## src/rtl/rowbound_pkg.sv

```systemverilog
package rowbound_pkg;
    localparam int DEF_ROWS       = 4;
    localparam int DEF_ADDR_W     = 32;
    localparam int DEF_UNIT_SHIFT = 24;
endpackage

```

## src/rtl/rowbound_regs.sv

```systemverilog
module rowbound_regs #(
    parameter int ROWS  = 4,
    parameter int LW    = 8,
    parameter int IDX_W = 2
) (
    input  logic                 clk,
    input  logic                 rst_n,
    input  logic                 wr_en_i,
    input  logic [IDX_W-1:0]     wr_idx_i,
    input  logic [LW-1:0]        wr_data_i,
    output logic [ROWS*LW-1:0]   lim_o
);
    typedef struct packed {
        logic [ROWS-1:0][LW-1:0] lim;
    } regs_t;

    regs_t st_d, st_q;

    always_comb begin
        st_d = st_q;
        if (wr_en_i) begin
            for (int r = 0; r < ROWS; r++) begin
                if (wr_idx_i == IDX_W'(r)) st_d.lim[r] = wr_data_i;
            end
        end
    end

    always_ff @(posedge clk or negedge rst_n) begin
        if (!rst_n) st_q <= '0;
        else        st_q <= st_d;
    end

    assign lim_o = st_q.lim;
endmodule

```

## src/rtl/rowbound_chain.sv

```systemverilog
module rowbound_chain #(
    parameter int ROWS = 4,
    parameter int LW   = 8
) (
    input  logic [ROWS*LW-1:0] lim_i,
    output logic [ROWS*LW-1:0] base_o,
    output logic [ROWS-1:0]    live_o
);
    logic [LW-1:0] run_s [ROWS+1];

    assign run_s[0] = '0;

    generate
        for (genvar g = 0; g < ROWS; g++) begin : g_stage
            logic [LW-1:0] own_s;
            assign own_s                 = lim_i[g*LW +: LW];
            assign base_o[g*LW +: LW]    = run_s[g];
            assign live_o[g]             = own_s > run_s[g];
            assign run_s[g+1]            = live_o[g] ? own_s : run_s[g];
        end
    endgenerate
endmodule

```

## src/rtl/rowbound_match.sv

```systemverilog
module rowbound_match #(
    parameter int ROWS       = 4,
    parameter int LW         = 8,
    parameter int ADDR_W     = 32,
    parameter int UNIT_SHIFT = 24
) (
    input  logic [ADDR_W-1:0]  addr_i,
    input  logic [ROWS*LW-1:0] lim_i,
    input  logic [ROWS*LW-1:0] base_i,
    input  logic [ROWS-1:0]    live_i,
    output logic [ROWS-1:0]    sel_o,
    output logic               hit_o,
    output logic [ADDR_W-1:0]  off_o
);
    logic [LW-1:0]   hi_s;
    logic [ROWS-1:0] cand_s;
    logic [LW-1:0]   sel_base_s;

    assign hi_s = addr_i[ADDR_W-1:UNIT_SHIFT];

    generate
        for (genvar g = 0; g < ROWS; g++) begin : g_cand
            assign cand_s[g] = live_i[g]
                             && (hi_s >= base_i[g*LW +: LW])
                             && (hi_s <  lim_i[g*LW +: LW]);
        end
    endgenerate

    always_comb begin
        sel_o      = '0;
        hit_o      = 1'b0;
        sel_base_s = '0;
        for (int r = 0; r < ROWS; r++) begin
            if (cand_s[r] && !hit_o) begin
                sel_o[r]   = 1'b1;
                hit_o      = 1'b1;
                sel_base_s = base_i[r*LW +: LW];
            end
        end
    end

    assign off_o = hit_o ? {hi_s - sel_base_s, addr_i[UNIT_SHIFT-1:0]} : '0;
endmodule

```

## src/rtl/rowbound_decoder.sv

```systemverilog
module rowbound_decoder
    import rowbound_pkg::*;
#(
    parameter int ROWS       = DEF_ROWS,
    parameter int ADDR_W     = DEF_ADDR_W,
    parameter int UNIT_SHIFT = DEF_UNIT_SHIFT,
    localparam int LW        = ADDR_W - UNIT_SHIFT,
    localparam int IDX_W     = $clog2(ROWS)
) (
    input  logic              clk,
    input  logic              rst_n,
    input  logic              wr_en_i,
    input  logic [IDX_W-1:0]  wr_idx_i,
    input  logic [LW-1:0]     wr_data_i,
    input  logic [ADDR_W-1:0] addr_i,
    output logic [ROWS-1:0]   row_sel_o,
    output logic              hit_o,
    output logic [ADDR_W-1:0] row_off_o
);
    logic [ROWS*LW-1:0] lim_flat;
    logic [ROWS*LW-1:0] base_flat;
    logic [ROWS-1:0]    live_s;

    rowbound_regs #(.ROWS(ROWS), .LW(LW), .IDX_W(IDX_W)) u_regs (
        .clk       (clk),
        .rst_n     (rst_n),
        .wr_en_i   (wr_en_i),
        .wr_idx_i  (wr_idx_i),
        .wr_data_i (wr_data_i),
        .lim_o     (lim_flat)
    );

    rowbound_chain #(.ROWS(ROWS), .LW(LW)) u_chain (
        .lim_i  (lim_flat),
        .base_o (base_flat),
        .live_o (live_s)
    );

    rowbound_match #(
        .ROWS(ROWS), .LW(LW), .ADDR_W(ADDR_W), .UNIT_SHIFT(UNIT_SHIFT)
    ) u_match (
        .addr_i (addr_i),
        .lim_i  (lim_flat),
        .base_i (base_flat),
        .live_i (live_s),
        .sel_o  (row_sel_o),
        .hit_o  (hit_o),
        .off_o  (row_off_o)
    );
endmodule

```

## config.mk

```make
export PLATFORM = sky130hd
export DESIGN_NAME = rowbound_decoder
export DESIGN_NICKNAME = d
export VERILOG_FILES = /design/src/rtl/rowbound_pkg.sv /design/src/rtl/rowbound_regs.sv /design/src/rtl/rowbound_chain.sv /design/src/rtl/rowbound_match.sv /design/src/rtl/rowbound_decoder.sv
export SDC_FILE = /design/constraint.sdc
export NUM_CORES = 1
export LEC_CHECK = 0
export CORE_MARGIN = 4
export CORE_UTILIZATION = 50
export CTS_BUF_LIST = sky130_fd_sc_hd__clkbuf_8 sky130_fd_sc_hd__clkbuf_16
export CTS_CLUSTER_SIZE = 20
export DETAILED_ROUTE_END_ITERATION = 8
export GPL_TIMING_DRIVEN = 0
export PLACE_DENSITY = 0.82
export SETUP_SLACK_MARGIN = 0.4
export SYNTH_ARGS = -nofsm -noshare
export SYNTH_HDL_FRONTEND = slang
export SYNTH_SLANG_ARGS = --single-unit
```

## constraint.sdc

```tcl
create_clock -name clk -period 21.6 [get_ports clk]
set_clock_uncertainty 0.05 [all_clocks]
set_input_delay 6.48 -clock clk [delete_from_list [all_inputs] [get_ports clk]]
set_output_delay 6.48 -clock clk [all_outputs]
set_load 0.01 [all_outputs]
```

Yosys cells after proc, flatten, opt, wreduce, memory -nomap -nowiden
Index checks and enable logic that the tools add are counted.

Register bits after elaboration: 32. Bits in latches: 0. RAM bits: 0. ROM bits: 0. Bits of input ports: 45. Output and inout bits: 37. Word-level logic and storage cells: 53. Memories kept: 0.

Add/subtract/negate cells: 1. Multiply operators: 0. Divide/modulo/power cells: 0. $lt $le $gt $ge: 12. Equality and inequality tests: 3. Shift operators: 0. Mux-type cells: 14. Bitwise operators: 0. Reduce and logical (&&, ||, !) cells: 19.

Operators by type and width (count): $mux 8 (6); $lt 8x8->1 (4); $mux 32 (1); $ge 8x8->1 (3); $gt 8x8->1 (3); $logic_and 1x1->1 (11); $ge 8x1->1 const B (1); $gt 8x1->1 const B (1); $reduce_and 2->1 (4); $sub 8x8->8 (1); $mux 1 (7); $eq 2x2->1 const B (2); $logic_not 1->1 (3); $eq 2x1->1 const B (1); $logic_not 2->1 (1).

Logic depth before layout (Yosys ltp)
Word-level depth: 15. Mapped depth: 36.

Modules after synthesis
Synthesis repeated with hierarchy kept, for this count alone.

Cell total of the unflattened synthesis: 524. Area total of the unflattened synthesis: 4667.0 µm².

Modules (own cells, without submodules): rowbound_match (instances 1, cells an instance 306, area an instance 2323.5 µm², sequential area each 0.0 µm²); rowbound_regs (instances 1, cells an instance 68, area an instance 1212.4 µm², sequential area each 800.8 µm²); rowbound_chain (instances 1, cells an instance 150, area an instance 1131.1 µm², sequential area each 0.0 µm²).

Worst setup path after synthesis
Ideal clock, no wire load.

Path type: input to output. From: input port addr_i[29]. To: output port row_off_o[31]. Arrival time: 9.919 ns. Path slack: 5.151 ns. Stages: 14. Cells stage by stage: ha_1 o21a_1 o211ai_1 o31ai_2 inv_2 nor3_1 a222oi_1 ha_1 o2111ai_1 nand4_1 a21o_1 and2_1 a311o_1 a211o_1.

Word-level cells in the longest chain between the ends: 15.

Ends and longest elaborated chain: start: declaration (RTL line rowbound_decoder.sv:15) `input logic [ADDR_W-1:0] addr_i,`; $ge 8x1->1 (RTL line rowbound_match.sv:24) `&& (hi_s >= base_i[g*LW +: LW])`; $logic_and 1x1->1 (RTL line rowbound_match.sv:24); $logic_and 1x1->1 (*) (RTL line rowbound_match.sv:25) `&& (hi_s < lim_i[g*LW +: LW]);`; $mux 1 (*); named net row_sel_o[0] (RTL line rowbound_decoder.sv:16) `output logic [ROWS-1:0] row_sel_o,`; $logic_not 1->1 (RTL line rowbound_match.sv:34) `if (cand_s[r] && !hit_o) begin`; $logic_and 1x1->1 (RTL line rowbound_match.sv:34); $mux 1 (RTL line rowbound_match.sv:34); $logic_not 1->1 (RTL line rowbound_match.sv:34); $logic_and 1x1->1 (RTL line rowbound_match.sv:34); $mux 1 (RTL line rowbound_match.sv:34); $logic_not 1->1 (RTL line rowbound_match.sv:34); $logic_and 1x1->1 (RTL line rowbound_match.sv:34); $mux 8 (RTL line rowbound_match.sv:34); $sub 8x8->8 (RTL line rowbound_match.sv:42) `assign off_o = hit_o ? {hi_s - sel_base_s, addr_i[UNIT_SHIFT-1:0]} : '0;`; $mux 32 (*) (RTL line rowbound_match.sv:42); end: declaration (RTL line rowbound_decoder.sv:18) `output logic [ADDR_W-1:0] row_off_o`.

The timed path passes the listed nets; every way through them passes the cells marked *.

Worst setup path in the final report
From: input port addr_i[31]. To: output port row_off_o[31].

Word-level cells in the longest chain between the ends: 15.

Ends and longest elaborated chain (RTL line): $ge 8x1->1 (rowbound_match.sv:24); $logic_and 1x1->1 (rowbound_match.sv:24); $logic_and 1x1->1 (rowbound_match.sv:25); $mux 1 (rowbound_match.sv:34); $logic_not 1->1 (rowbound_match.sv:34); $logic_and 1x1->1 (rowbound_match.sv:34); $mux 1 (rowbound_match.sv:34); $logic_not 1->1 (rowbound_match.sv:34); $logic_and 1x1->1 (rowbound_match.sv:34); $mux 1 (rowbound_match.sv:34); $logic_not 1->1 (rowbound_match.sv:34); $logic_and 1x1->1 (rowbound_match.sv:34); $mux 8 (rowbound_match.sv:34); $sub 8x8->8 (rowbound_match.sv:42); $mux 32 (*) (rowbound_match.sv:42).

Mark *: on every way between the ends. The rest lies on a longest branch, timed or not.

==> flow_metrics.env <==
export IMPL_critPathLaunchType="input port"
export IMPL_r2r_slack_ns=20.69
export IMPL_ys_flop_type="dfrtp_1"
export IMPL_synthArstFlopShare_pct=100
export IMPL_diodes=0
export IMPL_final_cell_mix="80 x ha_1, 80 x clkdlybuf4s50_1, 50 x inv_1"
export IMPL_avgRoutedWirePerCell_um=17.5
export IMPL_path_max_fanout=10
export IMPL_synth_edff_count=0
export IMPL_max_cap_violations=0
export IMPL_die_x_um=95.4
export IMPL_grt_antenna_before_repair=0
export IMPL_port_buffers=81
export IMPL_htree_levels=2
export IMPL_clock_sinks=32
export IMPL_grt_pass1_vias=3463
export IMPL_syn_area_um2=3820
export IMPL_ios=82
export IMPL_synthCells=421
export IMPL_core_area_um2=7330
export IMPL_max_freq_mhz=55.2
export IMPL_reg2reg_from="u_regs.lim_o[22]$_DFFE_PN0P_"
export IMPL_critPathCaptureType="output pin"
export IMPL_required_ns=15.07
export IMPL_ant_nets=0
export IMPL_rsz0062_at_grt="no"
export IMPL_routed_wl_um=10600
export IMPL_grt_use_total_pct=23.7
export IMPL_period_minus_slack_ns=18.11
export IMPL_tightest_slew_ns=0.747
export IMPL_synth_seq_area_share_pct=21.0
export IMPL_drive_gt1_share_pct=8.88
export IMPL_hold_start="u_regs.lim_o[26]$_DFFE_PN0P_"
export IMPL_arrival_ns=11.58
export IMPL_ys_types=52
export IMPL_grt_overflow_total=0
export IMPL_grt_max_degree=33
export IMPL_cts_hold_buffers=0
export IMPL_die_area_um2=9100
export IMPL_drtPass1Iterations=6
export IMPL_finalWeightedCongestion=0.989
export IMPL_die_h_um=95.4
export IMPL_hold_depth=1
export IMPL_cts_tree="built"
export IMPL_p_total_mw=0.510
export IMPL_critPathKind="input port to output pin"
export IMPL_viasPerCell=5.92
export IMPL_rows=31
export IMPL_rr_worst_depth=1
export IMPL_min_period_over_period_pct=83.9
export IMPL_largest_register_ffs=32
export IMPL_tns_ns=0
export IMPL_hp_class="register to register"
export IMPL_nets=635
export IMPL_dp_cells=601
export IMPL_start_util_pct=52.1
export IMPL_ys_seq_elements=32
export IMPL_cts_buffers=5
export IMPL_syn_area_per_cell_um2=9.08
export IMPL_hpwl_um=8980
export IMPL_min_to="u_regs.lim_o[26]$_DFFE_PN0P_"
export IMPL_drv_slew=0
export IMPL_path_clk_slew_ns=0.05
export IMPL_hold_ws_ns=0.505
export IMPL_peakVddDrop_uv=58.3
export IMPL_finalNonFillerCells=606
export IMPL_grt_pass1_wl_um=16600
export IMPL_power_density_nw_per_um2=106
export IMPL_power_leakage_nw=2.28
export IMPL_cts_resized_gates=0
export IMPL_post_cts_repair_setup_buffers=0
export IMPL_root_buffer="clkbuf_8"
export IMPL_dr_total_vias=3587
export IMPL_yosys_warnings=0
export IMPL_synthesis_nets=547
export IMPL_initialDrtViolationCount=185
export IMPL_synthToLayoutAreaGrowth_pct=26.1
export IMPL_cts_path_max_buffers=2
export IMPL_setup_violations=0
export IMPL_hold_viol_final=0
export IMPL_drc=0
export IMPL_worstSkewPairLatency_ns=0.28
export IMPL_status="complete, no violations"
export IMPL_r2r_end="u_regs.lim_o[22]$_DFFE_PN0P_"
export IMPL_slew_limit_headroom_pct=49.8
export IMPL_fin_util_pct=65.7
## through the flow
step	setup WS [ns]	area (um^2)
detailed placement	3.56	4760
finish	3.49	4820
floorplan	5.15	3820
CTS	3.56	4820
global route	3.16	4820
global placement	3.70	4760
## synth_stat cells, types with 2 or more instances
library cell | number | area, um^2
nor3b_1 | 2 | 15.0
and3_1 | 3 | 18.8
nand3b_1 | 3 | 22.5
nand2_1 | 13 | 48.8
nor4_1 | 3 | 18.8
o211ai_1 | 3 | 22.5
a211o_1 | 5 | 43.8
mux2_2 | 25 | 282
clkbuf_1 | 3 | 11.3
mux2i_1 | 9 | 90.1
a311o_1 | 2 | 20.0
a21oi_1 | 21 | 105
a221o_1 | 2 | 20.0
inv_1 | 50 | 188
nand3_1 | 5 | 25.0
and2_1 | 30 | 188
nand2b_1 | 6 | 37.5
xnor2_1 | 2 | 17.5
a211oi_1 | 5 | 37.5
clkbuf_2 | 2 | 10.0
a21o_1 | 17 | 128
nand4_1 | 10 | 62.6
a222oi_1 | 5 | 50.1
nor3_1 | 5 | 25.0
o21ai_0 | 16 | 80.1
xor2_1 | 3 | 26.3
a221oi_1 | 5 | 43.8
o21a_1 | 5 | 37.5
o21ai_2 | 2 | 17.5
ha_1 | 80 | 1000
dfrtp_1 | 32 | 801
nor2b_1 | 8 | 50.1
nor2_1 | 18 | 67.6
o2111ai_1 | 2 | 17.5
buf_2 | 2 | 10.0
## power breakdown
| part | internal [mW] | switching (mW) | leakage (nW) |
|---|---|---|---|
| Combinational | 0.185 | 0.201 | 1.86 |
| Sequential | 0.0712 | 0.0141 | 0.382 |
| Clock | 0.0206 | 0.0182 | 0.0359 |
| Total | 0.277 | 0.233 | 2.28 |
## layer usage
layer / routed length, um / global-route usage, % / vias up
met2: 5040 / 41.6 / 160
met3: 887 / 4.10 / 32
met5: 0 / 0 / -
met1: 4380 / 28.5 / 1678
met4: 317 / 9.95 / 0
li1: - / - / 1717
## critical path, stage by stage
cell and delay (ns):
clkdlybuf4s50_1 0.81, ha_1 0.34, and3_1 0.17, a221oi_1 0.29
o21ai_0 0.15, a311o_1 0.44, nor3b_4 0.23, a221oi_1 0.33
ha_1 0.28, nor2b_1 0.14, o2111ai_1 0.26, nand4_1 0.15
a21o_1 0.23, a2111oi_0 0.46, a311o_1 0.18, a211o_1 0.10
clkdlybuf4s50_1 0.53
## area by class of cell
type	count	area (um^2)
multi-input combinational	330	2790
fill	596	2510
timing repair buffer	81	806
sequential	32	801
inverter	51	191
tap	99	124
clock buffer	5	68.8
buffer	8	42.5
## worst max path at each step
stage / to / from / slack [ns] / depth (start not counted)
6_report: row_off_o[31] / addr_i[31] / 3.49 / 17
5_1_grt: row_off_o[31] / addr_i[29] / 3.16 / 16
4_1_cts: row_off_o[31] / addr_i[31] / 3.56 / 17
3_5_place_dp: row_off_o[31] / addr_i[31] / 3.56 / 17
3_3_place_gp: row_off_o[31] / addr_i[31] / 3.70 / 17
2_1_floorplan: row_off_o[31] / addr_i[29] / 5.15 / 14
## logic make-up after synthesis
logic type               synth area share [%]
multiplexers                             9.73
AND/OR/NAND/NOR                          16.7
XOR/XNOR                                 1.15
adder cells (fa/ha/maj)                  26.7
flip-flops                               21.0
buffers and inverters                    6.12
AO/OA/AOI/OAI                            18.6
Note: power is estimated with default switching activity, not from simulation.
